===== src/rtl/life_pkg.sv =====
package life_pkg;

  typedef enum logic {
    STEP_CAPTURE = 1'b0,
    STEP_COMMIT  = 1'b1
  } step_e;

  // Table of next states indexed by the eight neighbour bits.
  // Entry i is keep_mask[number of ones in i].
  function automatic logic [255:0] make_count_table(input logic [8:0] keep_mask);
    logic [255:0] t;
    for (int i = 0; i < 256; i++) begin
      t[i] = keep_mask[$countones(i[7:0])];
    end
    return t;
  endfunction

endpackage


===== src/rtl/life_rule.sv =====
module life_rule #(
  parameter int          RULE_STYLE = 0,      // 0: weighted window, 1: lookup table
  parameter int          WIN_LO     = 5,
  parameter int          WIN_HI     = 7,
  parameter logic [8:0]  BORN_MASK  = 9'b000001000,
  parameter logic [8:0]  STAY_MASK  = 9'b000001100
) (
  input  logic [7:0] nbr,
  input  logic       own,
  output logic       nxt
);
  localparam int SUM_W = 5;

  generate
    if (RULE_STYLE == 0) begin : g_window
      logic [SUM_W-1:0] live;
      logic [SUM_W-1:0] weighted;
      always_comb begin
        live     = SUM_W'($countones(nbr));
        weighted = {live[SUM_W-2:0], 1'b0} + SUM_W'(own);
      end
      logic starve_ok, crowd_ok;
      assign starve_ok = (weighted >= SUM_W'(WIN_LO));
      assign crowd_ok  = (weighted <= SUM_W'(WIN_HI));
      assign nxt       = starve_ok & crowd_ok;
    end else begin : g_table
      localparam logic [255:0] BORN_TAB = life_pkg::make_count_table(BORN_MASK);
      localparam logic [255:0] STAY_TAB = life_pkg::make_count_table(STAY_MASK);
      assign nxt = own ? STAY_TAB[nbr] : BORN_TAB[nbr];
    end
  endgenerate

endmodule


===== src/rtl/life_step.sv =====
module life_step (
  input  logic clk,
  input  logic rst_n,
  input  logic run,
  output logic cap_en,
  output logic com_en
);
  import life_pkg::*;

  step_e step_q;

  always_ff @(posedge clk) begin
    if (!rst_n) begin
      step_q <= STEP_CAPTURE;
    end else if (!run) begin
      step_q <= STEP_CAPTURE;
    end else begin
      step_q <= (step_q == STEP_CAPTURE) ? STEP_COMMIT : STEP_CAPTURE;
    end
  end

  assign cap_en = run && (step_q == STEP_CAPTURE);
  assign com_en = run && (step_q == STEP_COMMIT);

  AST_COMMIT_FOLLOWS_CAPTURE: assert property (@(posedge clk) disable iff (!rst_n)
    com_en |-> $past(cap_en));
  AST_STOP_RESTARTS_CAPTURE: assert property (@(posedge clk) disable iff (!rst_n)
    (!run && rst_n) |=> !com_en);

endmodule


===== src/rtl/life_loader.sv =====
module life_loader #(
  parameter int ROWS = 8
) (
  input  logic            clk,
  input  logic            rst_n,
  input  logic            run,
  input  logic            load_valid,
  output logic            load_ready,
  output logic [ROWS-1:0] row_we
);
  localparam int PTR_W = (ROWS > 1) ? $clog2(ROWS) : 1;
  localparam logic [PTR_W-1:0] LAST_ROW = PTR_W'(ROWS - 1);

  logic [PTR_W-1:0] ptr_q;
  logic             take;

  assign load_ready = !run;
  assign take       = load_valid && load_ready;

  always_ff @(posedge clk) begin
    if (!rst_n) begin
      ptr_q <= '0;
    end else if (take) begin
      ptr_q <= (ptr_q == LAST_ROW) ? '0 : ptr_q + 1'b1;
    end
  end

  generate
    for (genvar r = 0; r < ROWS; r++) begin : g_we
      assign row_we[r] = take && (ptr_q == PTR_W'(r));
    end
  endgenerate

  AST_NO_LOAD_WHILE_RUN: assert property (@(posedge clk) disable iff (!rst_n)
    run |-> (row_we == '0));
  AST_PTR_WRAPS: assert property (@(posedge clk) disable iff (!rst_n)
    (take && ptr_q == LAST_ROW) |=> (ptr_q == '0));
  AST_PTR_HOLDS: assert property (@(posedge clk) disable iff (!rst_n)
    !take |=> $stable(ptr_q));

endmodule


===== src/rtl/life_cell.sv =====
module life_cell #(
  parameter int RULE_STYLE = 0
) (
  input  logic clk,
  input  logic rst_n,
  input  logic cap_en,
  input  logic com_en,
  input  logic ld_we,
  input  logic ld_bit,
  // direct neighbour states, one per face
  input  logic in_n_self,
  input  logic in_e_self,
  input  logic in_s_self,
  input  logic in_w_self,
  // relayed diagonal states, one per face
  input  logic in_n_relay,   // north-east
  input  logic in_e_relay,   // south-east
  input  logic in_s_relay,   // south-west
  input  logic in_w_relay,   // north-west
  output logic state,
  // quarter-turn relays leaving each face
  output logic out_e_relay,
  output logic out_s_relay,
  output logic out_w_relay,
  output logic out_n_relay
);
  logic       held_q;
  logic       state_q;
  logic       nxt;
  logic [7:0] nbr;

  assign nbr = {in_n_self, in_e_self, in_s_self, in_w_self,
                in_n_relay, in_e_relay, in_s_relay, in_w_relay};

  life_rule #(.RULE_STYLE(RULE_STYLE)) u_rule (
    .nbr (nbr),
    .own (state_q),
    .nxt (nxt)
  );

  always_ff @(posedge clk) begin
    if (!rst_n) begin
      held_q  <= 1'b0;
      state_q <= 1'b0;
    end else begin
      if (cap_en) held_q <= nxt;
      if (com_en)      state_q <= held_q;
      else if (ld_we)  state_q <= ld_bit;
    end
  end

  assign state       = state_q;
  assign out_e_relay = in_n_self;
  assign out_s_relay = in_e_self;
  assign out_w_relay = in_s_self;
  assign out_n_relay = in_w_self;

  AST_IDLE_HOLDS: assert property (@(posedge clk) disable iff (!rst_n)
    (!com_en && !ld_we) |=> $stable(state_q));
  AST_COMMIT_COPIES: assert property (@(posedge clk) disable iff (!rst_n)
    com_en |=> (state_q == $past(held_q)));
  AST_CAPTURE_KEEPS_STATE: assert property (@(posedge clk) disable iff (!rst_n)
    cap_en |=> $stable(state_q));

endmodule


===== src/rtl/life_grid.sv =====
module life_grid #(
  parameter int ROWS       = 8,
  parameter int COLS       = 8,
  parameter int RULE_STYLE = 0
) (
  input  logic                 clk,
  input  logic                 rst_n,
  input  logic                 run,
  input  logic                 load_valid,
  output logic                 load_ready,
  input  logic [COLS-1:0]      load_data,
  output logic [ROWS*COLS-1:0] cells
);
  localparam int CELLS = ROWS * COLS;

  logic            cap_en, com_en;
  logic [ROWS-1:0] row_we;

  logic [ROWS-1:0][COLS-1:0] st;
  logic [ROWS-1:0][COLS-1:0] rel_e, rel_s, rel_w, rel_n;

  life_step u_step (
    .clk    (clk),
    .rst_n  (rst_n),
    .run    (run),
    .cap_en (cap_en),
    .com_en (com_en)
  );

  life_loader #(.ROWS(ROWS)) u_loader (
    .clk        (clk),
    .rst_n      (rst_n),
    .run        (run),
    .load_valid (load_valid),
    .load_ready (load_ready),
    .row_we     (row_we)
  );

  generate
    for (genvar r = 0; r < ROWS; r++) begin : g_row
      for (genvar c = 0; c < COLS; c++) begin : g_col
        logic n_s, e_s, s_s, w_s;
        logic n_r, e_r, s_r, w_r;

        if (r > 0) begin : g_has_n
          assign n_s = st[r-1][c];
          assign n_r = rel_s[r-1][c];
        end else begin : g_edge_n
          assign n_s = 1'b0;
          assign n_r = 1'b0;
        end

        if (c < COLS-1) begin : g_has_e
          assign e_s = st[r][c+1];
          assign e_r = rel_w[r][c+1];
        end else begin : g_edge_e
          assign e_s = 1'b0;
          assign e_r = 1'b0;
        end

        if (r < ROWS-1) begin : g_has_s
          assign s_s = st[r+1][c];
          assign s_r = rel_n[r+1][c];
        end else begin : g_edge_s
          assign s_s = 1'b0;
          assign s_r = 1'b0;
        end

        if (c > 0) begin : g_has_w
          assign w_s = st[r][c-1];
          assign w_r = rel_e[r][c-1];
        end else begin : g_edge_w
          assign w_s = 1'b0;
          assign w_r = 1'b0;
        end

        life_cell #(.RULE_STYLE(RULE_STYLE)) u_cell (
          .clk         (clk),
          .rst_n       (rst_n),
          .cap_en      (cap_en),
          .com_en      (com_en),
          .ld_we       (row_we[r]),
          .ld_bit      (load_data[c]),
          .in_n_self   (n_s),
          .in_e_self   (e_s),
          .in_s_self   (s_s),
          .in_w_self   (w_s),
          .in_n_relay  (n_r),
          .in_e_relay  (e_r),
          .in_s_relay  (s_r),
          .in_w_relay  (w_r),
          .state       (st[r][c]),
          .out_e_relay (rel_e[r][c]),
          .out_s_relay (rel_s[r][c]),
          .out_w_relay (rel_w[r][c]),
          .out_n_relay (rel_n[r][c])
        );

        assign cells[r*COLS + c] = st[r][c];
      end
    end
  endgenerate

  AST_ONE_ACTION: assert property (@(posedge clk) disable iff (!rst_n)
    $onehot0({cap_en, com_en, |row_we}));
  AST_FROZEN_WHEN_STOPPED: assert property (@(posedge clk) disable iff (!rst_n)
    (!run && !(load_valid && load_ready)) |=> $stable(cells));
  AST_READY_TRACKS_RUN: assert property (@(posedge clk) disable iff (!rst_n)
    load_ready == !run);

  initial begin
    AST_GRID_NONEMPTY: assert (CELLS > 0);
  end

endmodule


===== config.mk =====
export PLATFORM = sky130hd
export DESIGN_NAME = life_grid
export DESIGN_NICKNAME = d
export VERILOG_FILES = /design/src/rtl/life_pkg.sv /design/src/rtl/life_rule.sv /design/src/rtl/life_step.sv /design/src/rtl/life_loader.sv /design/src/rtl/life_cell.sv /design/src/rtl/life_grid.sv
export SDC_FILE = /design/constraint.sdc
export NUM_CORES = 1
export LEC_CHECK = 0
export ABC_CLOCK_PERIOD_IN_PS = 7360
export BUFFER_PORTS_ARGS = -buffer_cell sky130_fd_sc_hd__buf_4
export CAP_MARGIN = 20
export CORE_MARGIN = 2
export CORE_UTILIZATION = 25
export CTS_CLUSTER_DIAMETER = 80
export CTS_CLUSTER_SIZE = 8
export DETAILED_ROUTE_END_ITERATION = 8
export PLACE_DENSITY = 0.41
export SYNTH_ARGS = -nofsm -noshare
export SYNTH_HDL_FRONTEND = slang
export SYNTH_SLANG_ARGS = --single-unit

===== constraint.sdc =====
create_clock -name clk -period 7.36 [get_ports clk]
set_input_delay 1.472 -clock clk [delete_from_list [all_inputs] [get_ports clk]]
set_output_delay 1.472 -clock clk [all_outputs]
set_load 0.03 [all_outputs]

==> impl_metrics.env <==
export IMPL_outcome="finished clean"
export IMPL_yosys_cell_count_top_type="sky130_fd_sc_hd__inv_1"
export IMPL_timing_fmax_mhz=284
export IMPL_fp_coreArea_sq_mm=0.0588
export IMPL_ios=77
export IMPL_final_period_utilization_pct=47.8
export IMPL_grt_pass1_wl_microns=64000
export IMPL_ys_flop_type="sky130_fd_sc_hd__dfxtp_1"
export IMPL_worstHoldPathCells=2
export IMPL_final_design_area_no_fill_sq_mm=0.0162
export IMPL_synthesis_nets=1945
export IMPL_grt_max_degree=72
export IMPL_synth_cell_area_sq_mm=0.0148
export IMPL_timing_reg2reg_worst_path_depth=12
export IMPL_critPathArrivalTime_ns=2.05
export IMPL_post_cts_setup_buffers=0
export IMPL_grt_busiest_layer="met2"
export IMPL_share_of_the_synthesized_area_in_the_top_cell_type_pct=25.8
export IMPL_antenna_found_initial=0
export IMPL_crit_top_cell="sky130_fd_sc_hd__buf_4"
export IMPL_globalRouteMet2Util_pct=23.5
export IMPL_routed_wire_per_std_cell_microns=17.2
export IMPL_flow_area_growth_from_synthesis_pct=8.91
export IMPL_critical_path_max_fanout=13
export IMPL_clock_latency_on_the_worst_skew_pair_ns=0.46
export IMPL_place_area_sq_mm=0.0155
export IMPL_totalWireLength_microns=39100
export IMPL_ys_seq_area_share_pct=17.8
export IMPL_synth_edff_count=0
export IMPL_final_fill_count=6257
export IMPL_drcViolationCount=0
export IMPL_finalWeightedCongestion=0.769
export IMPL_global_route_usage_over_all_layers_pct=13.7
export IMPL_dr_total_vias=9928
export IMPL_dieArea_sq_mm=0.0613
export IMPL_grt_overflow_total=0
export IMPL_holdCritPathClass="reg2reg"
export IMPL_cts_root_buffer="sky130_fd_sc_hd__clkbuf_16"
export IMPL_detail_route_first_pass_iterations=4
export IMPL_shortest_period_the_worst_path_allows_ns=3.52
export IMPL_tritoncts_num_sinks=132
export IMPL_dieWidth_microns=248
export IMPL_antenna_cells=0
export IMPL_avg_synthesized_cell_area_sq_um=9.85
export IMPL_initial_core_util_pct=25.2
export IMPL_final_layout_size_suffix_gt1_share_pct=8.64
export IMPL_clk_transition_reported_paths_ns=0.06
export IMPL_rows=89
export IMPL_critical_path_max_stage_delay_ns=0.24
export IMPL_worstMarginPinSlew_ns=0.862
export IMPL_max_clock_path_buffers=2
export IMPL_hold_end="g_row[0].g_col[0].u_cell.held_q"
export IMPL_critPathSlowestCell="sky130_fd_sc_hd__buf_4"
export IMPL_num_nets_final=1932
export IMPL_drt_iter0_markers=284
export IMPL_rsz0062_at_grt="no"
export IMPL_async_reset_ff_share_pct=0
export IMPL_grt_use_met3_pct=1.59
export IMPL_grt_met1_usage_pct=18.1
export IMPL_regToRegSetupSlack_ns=3.92
export IMPL_fin_total_pwr_mw=2.47
export IMPL_slew_viol_final=0
export IMPL_p_per_area_mw_per_mm2=153
export IMPL_worstPathCellList="buf_4 > inv_1 > buf_4"
export IMPL_synth_cells=1505
export IMPL_setup_violations=0
export IMPL_tritoncts="built"
export IMPL_yosysUniqueCellTypes=44
export IMPL_finalWorstSetupSlack_ns=3.84
export IMPL_first_global_vias=10900
export IMPL_ys_warnings_count=0
export IMPL_htree_levels=4
export IMPL_timing_clock_skew_ns=0.00925
export IMPL_buffer_ports_inserted=76
export IMPL_detail_route_antenna_nets=0
export IMPL_hpwlAfterDp_microns=30600
export IMPL_die_y_microns=248
export IMPL_cts_buffers_inserted=17
export IMPL_worst_slew_margin_rel_pct=42.6
export IMPL_post_synth_most_frequent_cells="sky130_fd_sc_hd__inv_1, sky130_fd_sc_hd__ha_1, sky130_fd_sc_hd__fa_1, sky130_fd_sc_hd__dfxtp_1, sky130_fd_sc_hd__nand2_1"
export IMPL_critical_path_top_delay_family="buffers and inverters"
export IMPL_resized_cells_post_cts=0
export IMPL_p_leak_nw=7.85
export IMPL_cell_taking_the_most_area_after_synthesis="sky130_fd_sc_hd__fa_1"
export IMPL_endpoints_failing_hold=0
export IMPL_timing_rr_start="g_row[1].g_col[1].u_cell.state"
export IMPL_critical_path_class="in2out"
export IMPL_postCtsHoldBufs=0
export IMPL_endpoint_kind="output pin"
export IMPL_synthTopCellsByArea="sky130_fd_sc_hd__fa_1, sky130_fd_sc_hd__ha_1, sky130_fd_sc_hd__dfxtp_1"
export IMPL_post_synthesis_sequential_element_count=132
export IMPL_placement_setup_worst_slack_ns=3.83
export IMPL_vdd_ir_drop_max_v=0.000173
export IMPL_route_detailed_vias_per_inst=4.36
export IMPL_cp_start_kind="input pin"
export IMPL_drv_max_cap_violation_count=0
export IMPL_crit_reg2reg_capture="g_row[1].g_col[2].u_cell.held_q"
export IMPL_worst_ep_required_time_ns=5.89
export IMPL_min_delay_start="g_row[0].g_col[0].u_cell.held_q"
export IMPL_cp_buffers_inverters=3
export IMPL_setup_tns_ns=0
## how the worst max path moves through the flow
stage                                         startpoint                         endpoint  slack (ns)  cells past startpoint
final                                                run                       load_ready        3.84                      3
after global routing      g_row[1].g_col[1].u_cell.state  g_row[1].g_col[2].u_cell.held_q        3.71                     12
after CTS                                            run                       load_ready        3.84                      3
after detailed placement                             run  g_row[6].g_col[0].u_cell.held_q        3.83                      6
after global placement                               run  g_row[6].g_col[0].u_cell.held_q        3.80                      6
after floorplan                                      run                       load_ready        3.98                      2
## per-stage QoR
stage	hold slack, ns	util, %	instances
floorplan	0.431	-	1505
global placement	0.443	26.4	2246
detailed placement	0.451	26.4	2246
CTS	0.459	27.5	2278
global route	0.482	27.5	2278
finish	0.457	27.5	2278
## layer usage
layer / wire, microns / part of all wire, %
met1: 18800 / 48
met2: 18800 / 48
met3: 850 / 2.2
met4: 670 / 1.7
met5: 0 / 0
## area by class of cell
type,count,area [sq um],share of cell area (%)
multi-input cells,964,10200,63.2
flip-flops and latches,132,2640,16.4
inverters,298,1120,6.92
well taps,773,967,5.99
repair buffers,79,593,3.67
clock buffers,23,478,2.96
clock inverters,9,150,0.930
## layout by cell type, fill, tap and decap left out, types with 4 or more instances in the layout
master	synthesis	layout
sky130_fd_sc_hd__nand2_1	122	122
sky130_fd_sc_hd__a21oi_1	85	85
sky130_fd_sc_hd__and2_1	22	22
sky130_fd_sc_hd__nor3_1	6	6
sky130_fd_sc_hd__dfxtp_1	132	132
sky130_fd_sc_hd__o31ai_1	6	6
sky130_fd_sc_hd__nor4b_1	18	18
sky130_fd_sc_hd__o21ai_0	23	23
sky130_fd_sc_hd__clkbuf_16	0	17
sky130_fd_sc_hd__nor2b_1	24	24
sky130_fd_sc_hd__o211a_1	65	65
sky130_fd_sc_hd__inv_1	298	298
sky130_fd_sc_hd__a211oi_1	11	11
sky130_fd_sc_hd__bufinv_16	0	4
sky130_fd_sc_hd__nor2_1	35	35
sky130_fd_sc_hd__nand3_1	9	9
sky130_fd_sc_hd__nor3b_1	6	6
sky130_fd_sc_hd__o211ai_1	11	11
sky130_fd_sc_hd__ha_1	237	237
sky130_fd_sc_hd__a2111oi_0	6	6
sky130_fd_sc_hd__fa_1	191	191
sky130_fd_sc_hd__a211o_1	6	6
sky130_fd_sc_hd__a21boi_0	17	17
sky130_fd_sc_hd__a21boi_1	11	11
sky130_fd_sc_hd__o2111ai_1	24	24
sky130_fd_sc_hd__a21boi_2	8	8
sky130_fd_sc_hd__buf_4	67	79
## worst reg2reg max path, delay by kind of cell, from the launching register on
| kind | cells | cell delay (ns) |
|---|---|---|
| fa+ha+maj | 6 | 2.15 |
| simple gates | 1 | 0.19 |
| compound gates | 2 | 0.18 |
| flops | 1 | 0.66 |
| buf+inv | 3 | 0.16 |
## registers in the layout, summed over array words and instances (netlist names)
register,flops
g_row.g_col.u_cell.held_q,64
g_row.g_col.u_cell.state,64
u_loader.ptr_q,3
u_step.step_q,1
## kinds of logic after synthesis
| group | after synthesis | synth area share, % |
|---|---|---|
| AOI/OAI and AO/OA | 286 | 14.7 |
| adders and majority gates | 430 | 45.9 |
| buffers and inverters | 409 | 13.4 |
| DFF | 132 | 17.8 |
| and+or+nand+nor | 248 | 8.14 |
## report_power, final
part           internal, mW  switching [mW]
Sequential            0.752          0.0787
Combinational         0.282           0.399
Clock                 0.592           0.362
Power figures use the tool's default switching activity.
